==> src/rtl/aux_tap_pkg.sv <==
`timescale 1ns/1ps
package aux_tap_pkg;
  localparam int TS_W   = 24;
  localparam int BYTE_W = 8;
  localparam int WORD_W = TS_W + BYTE_W;

  localparam logic DIR_LOCAL = 1'b1;
  localparam logic DIR_FAR   = 1'b0;

  typedef struct packed {
    logic              sop;
    logic              eop;
    logic              err;
    logic              dir;
    logic [TS_W-1:0]   ts;
    logic [BYTE_W-1:0] data;
  } tap_word_t;

  localparam int TAP_BITS = $bits(tap_word_t);
endpackage

==> src/rtl/aux_tap_timebase.sv <==
`timescale 1ns/1ps
module aux_tap_timebase #(
  parameter int TICK_DIV = 16,
  parameter int TS_W     = 24
) (
  input  logic            clk,
  input  logic            rst,
  output logic [TS_W-1:0] ts
);
  localparam int PW = (TICK_DIV > 1) ? $clog2(TICK_DIV) : 1;
  localparam logic [PW-1:0] PRE_LAST = PW'(TICK_DIV - 1);

  logic [PW-1:0] pre;

  always_ff @(posedge clk) begin
    if (rst) begin
      pre <= '0;
      ts  <= '0;
    end else if (pre == PRE_LAST) begin
      pre <= '0;
      ts  <= ts + TS_W'(1);
    end else begin
      pre <= pre + PW'(1);
    end
  end
endmodule

==> src/rtl/aux_tap_stager.sv <==
`timescale 1ns/1ps
module aux_tap_stager
  import aux_tap_pkg::*;
#(
  parameter int STAGE_DEPTH = 4
) (
  input  logic              clk,
  input  logic              rst,
  input  logic [TS_W-1:0]   ts,
  input  logic              tx_stb,
  input  logic [BYTE_W-1:0] tx_byte,
  input  logic              tx_err,
  input  logic              rx_stb,
  input  logic [BYTE_W-1:0] rx_byte,
  input  logic              rx_err,
  input  logic              msg_first,
  input  logic              msg_last,
  input  logic              sink_full,
  output logic              wr_en,
  output tap_word_t         wr_word,
  output logic              drop
);
  localparam int NEW = 3;
  localparam int IW  = (STAGE_DEPTH > 1) ? $clog2(STAGE_DEPTH) : 1;
  localparam int CW  = $clog2(STAGE_DEPTH + 1);

  tap_word_t     q   [STAGE_DEPTH];
  tap_word_t     q_n [STAGE_DEPTH];
  logic [CW-1:0] q_cnt, cnt_n;
  logic          sop_pend, last_dir;

  tap_word_t     nw [NEW];
  logic [NEW-1:0] nv;
  logic          first_f, mark_dir, pop;

  // Candidate words of this cycle, in emission order: local, far, marker
  always_comb begin
    first_f  = sop_pend | msg_first;
    mark_dir = rx_stb ? DIR_FAR : (tx_stb ? DIR_LOCAL : last_dir);

    nw[0] = '{sop: first_f, eop: 1'b0, err: tx_err, dir: DIR_LOCAL,
              ts: ts, data: tx_byte};
    nw[1] = '{sop: first_f & ~tx_stb, eop: 1'b0, err: rx_err, dir: DIR_FAR,
              ts: ts, data: rx_byte};
    nw[2] = '{sop: 1'b0, eop: 1'b1, err: 1'b0, dir: mark_dir,
              ts: ts, data: '0};
    nv    = {msg_last, rx_stb, tx_stb};
  end

  assign pop     = (q_cnt != '0) && !sink_full;
  assign wr_en   = pop;
  assign wr_word = q[0];

  always_comb begin
    int fill_v;
    q_n    = q;
    fill_v = int'(q_cnt);
    drop   = 1'b0;
    if (pop) begin
      for (int i = 0; i < STAGE_DEPTH - 1; i++) q_n[i] = q[i+1];
      fill_v = fill_v - 1;
    end
    for (int k = 0; k < NEW; k++) begin
      if (nv[k]) begin
        if (fill_v < STAGE_DEPTH) begin
          q_n[IW'(fill_v)] = nw[k];
          fill_v = fill_v + 1;
        end else begin
          drop = 1'b1;
        end
      end
    end
    cnt_n = CW'(fill_v);
  end

  always_ff @(posedge clk) begin
    q <= q_n;
  end

  always_ff @(posedge clk) begin
    if (rst) begin
      q_cnt    <= '0;
      sop_pend <= 1'b0;
      last_dir <= DIR_LOCAL;
    end else begin
      q_cnt    <= cnt_n;
      sop_pend <= first_f & ~(tx_stb | rx_stb);
      last_dir <= mark_dir;
    end
  end
endmodule

==> src/rtl/aux_tap_fifo.sv <==
`timescale 1ns/1ps
module aux_tap_fifo #(
  parameter int W     = 36,
  parameter int DEPTH = 16
) (
  input  logic         clk,
  input  logic         rst,
  input  logic         wr_en,
  input  logic [W-1:0] wr_data,
  output logic         full,
  output logic         out_valid,
  input  logic         out_ready,
  output logic [W-1:0] out_data
);
  localparam int AW = (DEPTH > 1) ? $clog2(DEPTH) : 1;

  logic [W-1:0]  mem [DEPTH];
  logic [AW-1:0] wr_ptr, rd_ptr;
  logic [AW:0]   cnt;
  logic          do_wr, load;

  assign full  = (cnt == (AW+1)'(DEPTH));
  assign do_wr = wr_en && !full;
  assign load  = (cnt != '0) && (!out_valid || out_ready);

  always_ff @(posedge clk) begin
    if (do_wr) mem[wr_ptr] <= wr_data;
  end

  always_ff @(posedge clk) begin
    if (rst)       out_data <= '0;
    else if (load) out_data <= mem[rd_ptr];
  end

  always_ff @(posedge clk) begin
    if (rst) begin
      wr_ptr    <= '0;
      rd_ptr    <= '0;
      cnt       <= '0;
      out_valid <= 1'b0;
    end else begin
      if (do_wr) wr_ptr <= (wr_ptr == AW'(DEPTH-1)) ? '0 : wr_ptr + AW'(1);
      if (load)  rd_ptr <= (rd_ptr == AW'(DEPTH-1)) ? '0 : rd_ptr + AW'(1);
      cnt <= cnt + (AW+1)'(do_wr) - (AW+1)'(load);
      if (load)           out_valid <= 1'b1;
      else if (out_ready) out_valid <= 1'b0;
    end
  end
endmodule

==> src/rtl/aux_trace_tap.sv <==
`timescale 1ns/1ps
module aux_trace_tap
  import aux_tap_pkg::*;
#(
  parameter int TICK_DIV    = 16,
  parameter int FIFO_DEPTH  = 16,
  parameter int STAGE_DEPTH = 4
) (
  input  logic              clk,
  input  logic              rst,
  input  logic              tx_stb,
  input  logic [BYTE_W-1:0] tx_byte,
  input  logic              tx_err,
  input  logic              rx_stb,
  input  logic [BYTE_W-1:0] rx_byte,
  input  logic              rx_err,
  input  logic              msg_first,
  input  logic              msg_last,
  input  logic              ovf_clr,
  input  logic              tap_ready,
  output logic              tap_valid,
  output logic [WORD_W-1:0] tap_data,
  output logic              tap_sop,
  output logic              tap_eop,
  output logic              tap_err,
  output logic              tap_dir,
  output logic              ovf_flag
);
  logic [TS_W-1:0] ts_now;
  logic            st_wr, st_drop, buf_full;
  tap_word_t       st_word, out_word;
  logic [TAP_BITS-1:0] out_bits;

  aux_tap_timebase #(.TICK_DIV(TICK_DIV), .TS_W(TS_W)) tb_i (
    .clk(clk), .rst(rst), .ts(ts_now)
  );

  aux_tap_stager #(.STAGE_DEPTH(STAGE_DEPTH)) stg_i (
    .clk(clk), .rst(rst), .ts(ts_now),
    .tx_stb(tx_stb), .tx_byte(tx_byte), .tx_err(tx_err),
    .rx_stb(rx_stb), .rx_byte(rx_byte), .rx_err(rx_err),
    .msg_first(msg_first), .msg_last(msg_last),
    .sink_full(buf_full), .wr_en(st_wr), .wr_word(st_word), .drop(st_drop)
  );

  aux_tap_fifo #(.W(TAP_BITS), .DEPTH(FIFO_DEPTH)) buf_i (
    .clk(clk), .rst(rst), .wr_en(st_wr), .wr_data(st_word), .full(buf_full),
    .out_valid(tap_valid), .out_ready(tap_ready), .out_data(out_bits)
  );

  assign out_word = tap_word_t'(out_bits);
  assign tap_data = {out_word.ts, out_word.data};
  assign tap_sop  = out_word.sop;
  assign tap_eop  = out_word.eop;
  assign tap_err  = out_word.err;
  assign tap_dir  = out_word.dir;

  always_ff @(posedge clk) begin
    if (rst)          ovf_flag <= 1'b0;
    else if (st_drop) ovf_flag <= 1'b1;
    else if (ovf_clr) ovf_flag <= 1'b0;
  end
endmodule

==> config.mk <==
export PLATFORM = sky130hd
export DESIGN_NAME = aux_trace_tap
export DESIGN_NICKNAME = d
export VERILOG_FILES = /design/src/rtl/aux_tap_pkg.sv /design/src/rtl/aux_tap_timebase.sv /design/src/rtl/aux_tap_stager.sv /design/src/rtl/aux_tap_fifo.sv /design/src/rtl/aux_trace_tap.sv
export SDC_FILE = /design/constraint.sdc
export NUM_CORES = 1
export LEC_CHECK = 0
export CORE_MARGIN = 5
export CORE_UTILIZATION = 25
export DETAILED_ROUTE_END_ITERATION = 8
export PLACE_DENSITY = 0.44
export SLEW_MARGIN = 20
export SYNTH_ARGS = -nofsm -noshare
export SYNTH_HDL_FRONTEND = slang
export SYNTH_SLANG_ARGS = --single-unit
==> constraint.sdc <==
create_clock -name clk -period 5.2 [get_ports clk]
set_clock_uncertainty 0.2 [all_clocks]
set_input_delay 0.52 -clock clk [delete_from_list [all_inputs] [get_ports clk]]
set_output_delay 0.52 -clock clk [all_outputs]
set_load 0.05 [all_outputs]
==> flow_metrics.env, run 1 <==
export IMPL_start_util_pct=25.2
export IMPL_syn_area_mm2=0.0327
export IMPL_htreeDepth=3
export IMPL_met2_length_um=41000
export IMPL_p_per_area_mw_per_mm2=653
export IMPL_peakVddDrop_v=0.000572
export IMPL_muxShareOfSynthArea_pct=16.7
export IMPL_num_rows=132
export IMPL_max_slew_worst_pin_slew_ps=858
export IMPL_cts_root_buf="clkbuf_16"
export IMPL_rsz0062_at_grt="no"
export IMPL_slew_limit_headroom_pct=42.8
export IMPL_hp_class="in2reg"
export IMPL_drt_initial_drc_count=1275
export IMPL_drc=0
export IMPL_synth_xor_area_share_pct=0.884
export IMPL_syn_inst=2155
export IMPL_cts_tree="built"
export IMPL_critical_path_class="reg2reg"
export IMPL_async_flop_share_pct=0
export IMPL_drv_cap=0
export IMPL_hold_viol=0
export IMPL_synth_top_family_by_area="multiplexers"
export IMPL_synth_compound_area_share_pct=4.04
export IMPL_highest_layer="met5"
export IMPL_coreArea_mm2=0.130
export IMPL_nets=2326
export IMPL_cts_hold_buf=0
export IMPL_wl_met1_um=38100
export IMPL_synth_distinct_cells=76
export IMPL_synthAdderAreaFrac_pct=1.36
export IMPL_synth_flop_cell="edfxtp_1"
export IMPL_ios=64
export IMPL_finish_utilization_pct=30.2
export IMPL_path_delay_family="simple AND/OR/NAND/NOR gates"
export IMPL_worst_ep_required_time_ps=5520
export IMPL_most_common_layout_cells="576 x edfxtp_1, 251 x nor2_1, 246 x nand2_1, 222 x dfxtp_1, 180 x mux4_2"
export IMPL_setup_viol=0
export IMPL_ant_nets=0
export IMPL_grt_pass1_vias=19300
export IMPL_fillers=12900
export IMPL_wl_per_cell_um=20.6
export IMPL_p_leak_nw=13.2
export IMPL_status="finished, final reports clean"
export IMPL_die_h_um=372
export IMPL_grt_overflow=0
export IMPL_cts_buffers=91
export IMPL_syn_area_per_cell_um2=15.2
export IMPL_tns_ps=0
export IMPL_min_period_over_period_pct=96.0
export IMPL_die_w_um=372
export IMPL_r2r_setup_slack_ps=210
export IMPL_clock_latency_ps=660
export IMPL_cts_sinks=804
export IMPL_num_vias=18600
export IMPL_grt_pass1_wl_um=125000
export IMPL_synth_edf_count=576
export IMPL_synth_simple_area_share_pct=8.12
export IMPL_ys_warn_count=0
export IMPL_final_common_cell="edfxtp_1"
export IMPL_wl_met3_um=3020
export IMPL_worstPathMaxFanout=8
export IMPL_ys_seq_elements=804
export IMPL_port_buffers=63
export IMPL_period_needed_ps=4990
export IMPL_drtPass1Iterations=5
export IMPL_area_growth_syn_to_layout_pct=20.0
export IMPL_die_area_mm2=0.138
export IMPL_dpl_hpwl_um=48600
export IMPL_antenna_found_initial=2
export IMPL_seq_area_frac_synth_pct=66.8
export IMPL_critPathArrivalTime_ps=5320
export IMPL_viasPerCell=4.54
export IMPL_drv_slew=0
export IMPL_cp_num_buf_inv=5
export IMPL_slowest_delay_ps=530
export IMPL_cp_slowest_cell="or4_4"
export IMPL_finalPower_w=0.0256
export IMPL_syn_nets=2216
export IMPL_drive_above_1_share_pct=21.3
export IMPL_start_kind="register"
export IMPL_crit_chain="inv_1, ha_1, and4bb_1, or2_4, inv_4, xnor2_4, inv_2, ha_4, nand3_2, ha_4, or4_4, o21ai_2, nor3_1, o41ai_2, nand2_2, mux2_4, ha_1, and3_4, a21boi_4, buf_12, buf_12, mux2_4"
export IMPL_grt_max_degree=115
export IMPL_critPathCaptureType="register"
export IMPL_wl_um=84200
export IMPL_clk_pin_slew_worst_paths_ps=60
export IMPL_place_congestion=0.790
export IMPL_grt_usage_pct=12.1
export IMPL_cts_max_path_buffers=3
export IMPL_fmax_ghz=0.200
[final timing paths]
check,from,to,cells past startpoint
setup / recovery,buf_i.cnt[2],stg_i.q[59],22
hold / removal,rst,buf_i.cnt[1],2
setup reg to reg,buf_i.cnt[2],stg_i.q[59],22
hold reg to reg,buf_i.out_data[4],buf_i.out_data[4],2
[kinds of logic (layout without fill, tap and decap cells)]
logic type               count (synthesis)  count (layout)
AO/OA/AOI/OAI                          194             194
XOR/XNOR                                33              33
adder cells (fa/ha/maj)                 35              35
buffers and inverters                  159             344
flip-flops                             804             804
multiplexers                           301             301
other                                    0               5
AND/OR/NAND/NOR                        629             629
[sequential cells by signal, indices dropped and copies added (netlist names)]
signal           cells
buf_i.out_valid      1
ovf_flag             1
tb_i.ts             24
buf_i.out_data      36
stg_i.q_cnt          3
buf_i.cnt            5
tb_i.pre             4
stg_i.last_dir       1
stg_i.q            108
buf_i.rd_ptr         4
buf_i.wr_ptr         4
stg_i.sop_pend       1
stg_i.wr_word       36
buf_i.mem          576
[report_power, final]
part	total [W]	switching, W	internal (W)
Combinational	0.00939	0.00525	0.00414
Clock	0.00653	0.00262	0.00391
Sequential	0.00972	0.00118	0.00854
[through the flow]
| stage | instances | instance area, um2 | worst slack, ps | hold slack, ps |
|---|---|---|---|---|
| after detailed placement | 3907 | 35900 | 36.6 | 246 |
| final | 4087 | 39200 | 207 | 204 |
| after CTS | 4075 | 39000 | 19.4 | 146 |
| after global placement | 3907 | 35900 | 116 | 240 |
| after global routing | 4082 | 39200 | 12.3 | 190 |
| after floorplan | 2155 | 32800 | 9.78 | 226 |
[cell usage after synthesis (18+ instances only)]
master,count,area (um2)
a21oi_1,86,430
a311oi_1,22,193
clkbuf_1,93,349
dfxtp_1,228,4560
edfxtp_1,576,17300
ha_1,34,425
inv_1,25,93.8
mux2_1,58,653
mux2_2,18,203
mux2_4,20,300
mux2i_1,25,250
mux4_2,180,4050
nand2_1,246,923
nand3_1,32,160
nor2_1,264,991
o21ai_0,23,115
xor2_1,21,184
[timing repair]
item | in CTS | in global routing
cloned | 0 | 3
buffers inserted | 0 | 4
setup endpoints to repair | 10 | 126
pin swaps | 0 | 3
gates resized for setup | 1 | 21
[final cells by class]
type                    count  area (um2)  area share [%]
clock buffers             125        2560            6.52
inverters                  27         105           0.268
diodes                      5        12.5          0.0319
clock inverters            43         523            1.33
repair buffers            149        1520            3.88
multi-input cells        1192       10500            26.7
flip-flops and latches    804       21900            55.8
well taps                1742        2180            5.55
[worst reg2reg max path, stage by stage (launching register included)]
cell and delay (ps):
dfxtp_1 340, inv_1 60, ha_1 220, and4bb_1 230, or2_4 280, inv_4 90, xnor2_4 70, inv_2 90
ha_4 150, nand3_2 120, ha_4 200, or4_4 530, o21ai_2 140, nor3_1 80, o41ai_2 380, nand2_2 180
mux2_4 370, ha_1 200, and3_4 180, a21boi_4 170, buf_12 150, buf_12 150, mux2_4 310
[layer usage]
| layer | global-route usage [%] | vias up |
|---|---|---|
| met4 | 3.24 | 2 |
| met1 | 16.0 | 9657 |
| met2 | 20.5 | 376 |
| met3 | 1.96 | 127 |
| li1 | - | 8390 |
| met5 | 0 | - |
Note: power is estimated with default switching activity, not from simulation.
==> run 2: changes to the inputs <==
--- a/config.mk
+++ b/config.mk
@@ -5,6 +5,7 @@
 export SDC_FILE = /design/constraint.sdc
 export NUM_CORES = 1
 export LEC_CHECK = 0
+export CAP_MARGIN = 10
 export CORE_MARGIN = 5
 export CORE_UTILIZATION = 25
 export DETAILED_ROUTE_END_ITERATION = 8
==> results of run 2 <==
Final layout, timing and power as in run 1 (identical DEF).
